<file path="src/rtl/t1j1_yellow_ins.sv">
module t1j1_yellow_ins #(
  parameter int FW = 5,
  parameter int PW = 3,
  parameter int WL = 16,
  parameter logic [FW-1:0] ALARM_FRAME = 12,
  parameter logic [PW-1:0] ALARM_POS = 1,
  parameter logic [WL-1:0] T1_WORD = 16'hFF00,
  parameter logic [WL-1:0] J1_WORD = 16'hFFFF
) (
  input  logic          clk,
  input  logic          rst_n,
  input  logic          alarm_req,
  input  logic          sel_j1,
  input  logic          sel_esf,
  input  logic          in_bit,
  input  logic          in_fbit,
  input  logic [FW-1:0] in_frame,
  input  logic [PW-1:0] in_bitpos,
  input  logic          in_dl,
  output logic          out_bit,
  output logic          out_fbit,
  output logic [FW-1:0] out_frame,
  output logic [PW-1:0] out_bitpos,
  output logic          out_dl
);
  localparam int CW = $clog2(WL);
  localparam logic [CW-1:0] TOP = CW'(WL - 1);

  logic          cfg_j1_q, cfg_esf_q;
  logic [CW-1:0] cnt_q;
  logic          nxt;

  wire          bnd     = in_fbit && (in_frame == FW'(1));
  wire          j1      = bnd ? sel_j1  : cfg_j1_q;
  wire          esf     = bnd ? sel_esf : cfg_esf_q;
  wire          dl_slot = esf && in_fbit && in_dl;
  wire          busy    = alarm_req || (cnt_q != '0);
  wire [WL-1:0] word    = j1 ? J1_WORD : T1_WORD;
  wire          dl_bit  = word[TOP - cnt_q];

  always_comb begin
    nxt = in_bit;
    if (!esf) begin
      if (alarm_req && !j1 && !in_fbit && in_bitpos == ALARM_POS) nxt = 1'b0;
      if (alarm_req && j1 && in_fbit && in_frame == ALARM_FRAME)  nxt = 1'b1;
    end else if (dl_slot && busy) begin
      nxt = dl_bit;
    end
  end

  always_ff @(posedge clk) begin
    if (!rst_n) begin
      cfg_j1_q   <= 1'b0;
      cfg_esf_q  <= 1'b0;
      cnt_q      <= '0;
      out_bit    <= 1'b0;
      out_fbit   <= 1'b0;
      out_frame  <= '0;
      out_bitpos <= '0;
      out_dl     <= 1'b0;
    end else begin
      if (bnd) begin
        cfg_j1_q  <= sel_j1;
        cfg_esf_q <= sel_esf;
      end
      if (!esf)                cnt_q <= '0;
      else if (dl_slot && busy) cnt_q <= (cnt_q == TOP) ? '0 : cnt_q + 1'b1;
      out_bit    <= nxt;
      out_fbit   <= in_fbit;
      out_frame  <= in_frame;
      out_bitpos <= in_bitpos;
      out_dl     <= in_dl;
    end
  end
endmodule


</file>
<file path="config.mk">
export PLATFORM = sky130hd
export DESIGN_NAME = t1j1_yellow_ins
export DESIGN_NICKNAME = d
export VERILOG_FILES = /design/src/rtl/t1j1_yellow_ins.sv
export SDC_FILE = /design/constraint.sdc
export NUM_CORES = 1
export LEC_CHECK = 0
export BUFFER_PORTS_ARGS = -buffer_cell sky130_fd_sc_hd__buf_2
export CAP_MARGIN = 20
export CELL_PAD_IN_SITES_DETAIL_PLACEMENT = 1
export CELL_PAD_IN_SITES_GLOBAL_PLACEMENT = 1
export CORE_MARGIN = 5
export CORE_UTILIZATION = 35
export DETAILED_ROUTE_END_ITERATION = 10
export PLACE_DENSITY_LB_ADDON = 0.1
export SYNTH_ARGS = -nofsm -noshare
export SYNTH_HDL_FRONTEND = slang
export SYNTH_SLANG_ARGS = --single-unit
</file>
<file path="constraint.sdc">
create_clock -name clk -period 1.65 [get_ports clk]
set_input_delay 0.2475 -clock clk [delete_from_list [all_inputs] [get_ports clk]]
set_output_delay 0.2475 -clock clk [all_outputs]
set_load 0.02 [all_outputs]
</file>
==> results by group <==
Worst setup path
  – Maximum single-stage delay on the critical path: about 0.42 ns
  – Buf/Inv on CP: 2
  – Category of the most critical setup path: reg -> reg
  – FF-to-FF End: out_bit
  – Endpoint of the most critical setup path: out_bit
  – Signal arrival time at the worst endpoint: 1.71 ns
  – Stages on the worst setup path: 7
  – Standard cell with the maximum stage delay on the critical path: dfxtp_1
  – Capturing element type of the critical path: register
  – Top fanout value on the critical path: 5
  – Register-to-register path setup slack: 0.14 ns
  – Worst setup path startpoint: cnt_q[0]
  – Reg-to-Reg Start: cnt_q[0]
  – Gate family responsible for the most delay along the worst path: flip-flops
  – Type of origin of the critical path: register
  – Number of cells traversed by the worst register-to-register path: 7
  – Required time of the critical path: roughly 1.8 ns
  – Cell breakdown of the critical path: inv_1, ha_1, nor4b_2, nor2_1, buf_4, o21ai_0, o32ai_1

Die
  – Initial cell density of the core: between 30% and 40%
  – Row count: 16
  – Core region area: about 0.002 mm^2
  – Horizontal die dimension: ~56 um
  – Die extent in y: around 56 um
  – Area enclosed by the die boundary: 0.003084 mm^2
  – Ports: 27

Pwr
  – Post-layout power: roughly 740 uW
  – Worst vdd ir: a little over 0.7 mV
  – PwrDens: roughly 800 mW/mm^2
  – Static Leakage: around 0.39 nW

Detailed routing
  – Detailed-route via count: 600
  – First DRT Iteration DRCs: 12
  – Mean number of vias per cell: ~4.8
  – Final routed DRC violation total: 0
  – Per-cell routed wire length: between 10 and 15 um
  – Routed WL: 1.582 mm
  – Number of iterations in the first detailed-routing pass: 4
  – DRT antenna net count: 0

STA
  – Hold WS: approximately 0.18 ns
  – Max-slew violation count: 0
  – Setup Viol. Count Final: 0
  – Worst path setup slack after routing: 0.1383 ns
  – Setup repair after global routing missed its margin: no
  – Worst slew pin tran: 0.4313 ns
  – Clock Skews: around 0.0032 ns
  – Highest Clock Rate: approximately 660 MHz
  – Period utilisation layout: between 90% and 100%
  – Worst rel slew slack: a little under three quarters
  – Sum of negative setup slack: 0 ns
  – Post-layout min period: approximately 1.5 ns
  – Final Hold Vio Count: 0

Layout
  – Number of fill cells in the layout: 244
  – Number of diodes: 0
  – Multi-input combinational cell area: around 380 um^2
  – Share of the core filled with cells: roughly 47%
  – P&R area growth vs syn: 27.76%
  – FF+latch area: roughly 340 um^2
  – Share of final-layout standard cells stronger than drive strength 1: between 30% and 40%
  – Post-route cell area: 927.1 um^2
  – Post-Layout Cell Count: between 100 and 150
  – Number of nets in the finished design: 117

Placed design
  – DP HPWL: about 1.2 mm
  – GP Congestion: 0.6974
  – Count of input and output buffers: 26
  – Instance area after placement: roughly 890 um^2
  – Number of placed instances, taps included: 120
  – Worst slack, placed: 0.08364 ns

Logic synthesis
  – Proportion of synthesized chip area in sequential cells: 46.90%
  – Yosys top cell by area: dfxtp_1
  – Netlist area before placement: ~730 um^2
  – Number of enable-type register cells in the synthesized netlist: 0
  – Area share of the largest cell type after synthesis: between 40 and 50%
  – Number of unique standard cell types used by synthesis: 32
  – Ys async rst share: 0%
  – Synth Area per Inst: 10.67 um^2
  – Number of standard cells after synthesis: just under 70
  – Yosys warns: 0
  – Net Count, Synth: between 80 and 90
  – Dominant register cell in the synthesized netlist: dfxtp_1
  – Cells taking the most area after synthesis: dfxtp_1 (47%), and2_1 (7.8%), nor3b_4 (5.2%), nor3b_1 (4.1%), ha_1 (3.4%)
  – Number of storage elements in the synthesis netlist: 17

Clock tree
  – Maximum clock path buffer count: 2
  – Clock root buffer master: clkbuf_4
  – TritonCTS clock tree: yes
  – Clock latency of the later-clocked register in the worst-skew pair: roughly 0.28 ns
  – Total clock buffers created by CTS: 3
  – Post-CTS clock slew at the launch and capture registers of the worst setup and hold paths: around 0.1 ns
  – H-tree depth: 1
  – Num Clock Sinks: 17

Global routing
  – Number of antenna violations at the first check in global routing: 0
  – Remaining global-route overflow: 0
  – First-pass GRT wire length: around 2.6 mm
  – Number of global-route vias before repair: 580
  – Pin count of the biggest net entering global routing: 19
  – All-Layer GR Usage: between 10% and 20%

Hold path
  – Count of cells along the worst hold path: 2
  – Min-Delay Path Class: in -> reg

Run
  – Max-capacitance violation count: 0

Status
  – Result of the run: finished clean
-- layout by cell type, fill, tap and decap left out, types with 3 or more instances in the layout --
| master | count |
|---|---|
| buf_2 | 26 |
| dfxtp_1 | 17 |
| and2_1 | 9 |
| nor3b_1 | 4 |
| nand3_1 | 3 |
| clkbuf_4 | 3 |
-- worst reg2reg max path, delay by kind of cell, from the launching register on --
family	cells	cell delay (ns)
fa+ha+maj	1	0.20
compound gates	2	0.32
buf+inv	2	0.23
flops	1	0.42
simple gates	2	0.26
-- power by group --
| group | internal [mW] | total (mW) | switching, mW |
|---|---|---|---|
| Clock | 0.0900 | 0.219 | 0.129 |
| Sequential | 0.424 | 0.427 | 0.00277 |
| Combinational | 0.0434 | 0.0962 | 0.0528 |
| Total | 0.558 | 0.742 | 0.184 |
-- metal layers --
layer | GRT usage, % | up-vias | wire, um
li1 | - | 307 | -
met4 | 2.083 | 0 | 12
met2 | 17.74 | 14 | 770
met5 | 0 | - | 0
met1 | 10.96 | 277 | 691
met3 | 5.828 | 2 | 106
-- worst min path at each step --
stage	start	to	slack, ns
finish	in_bitpos[1]	out_bitpos[1]	0.18
CTS	in_bitpos[1]	out_bitpos[1]	0.17
detailed placement	in_bitpos[1]	out_bitpos[1]	0.48
floorplan	in_dl	out_dl	0.37
global route	in_bitpos[1]	out_bitpos[1]	0.16
global placement	in_bitpos[2]	out_bitpos[2]	0.48
-- synthesized netlist by cell type, drive strengths merged (2+ instances only) --
cell and n:
dfxtp 17, and2 11, ha 2, mux2i 2, nor2 2, inv 2
o21ai 2, nor3b 6, nand3 3, a21oi 2
-- area by class of cell --
type                    count  share of cell area [%]
clock buffers               3                   2.429
clock inverters             1                  0.5398
inverters                   2                  0.8097
multi-input cells          48                   41.03
flip-flops and latches     17                   36.71
well taps                  27                   3.644
repair buffers             27                   14.84
-- kinds of logic (layout without fill, tap and decap cells) --
kind of cell | after synthesis | after routing | synth area share (%)
adder cells (fa/ha/maj) | 2 | 2 | 3.448
AO/OA/AOI/OAI | 12 | 12 | 12.07
AND/OR/NAND/NOR | 32 | 32 | 33.28
multiplexers | 2 | 2 | 2.759
buffers and inverters | 3 | 33 | 1.552
flip-flops | 17 | 17 | 46.90
-- what timing repair did --
item	4_1_cts	5_1_grt
endpoints found under the setup margin	0	3
hold buffers	0	0
resized for setup	0	1
setup buffers	0	1
-- registers in the layout (all words and copies together), names as in the netlist --
register,flops
cnt_q,4
cfg_esf_q,1
out_bitpos,3
out_bit,1
out_dl,1
out_fbit,1
out_frame,5
cfg_j1_q,1
No activity file was read; power rests on OpenSTA's default activity.
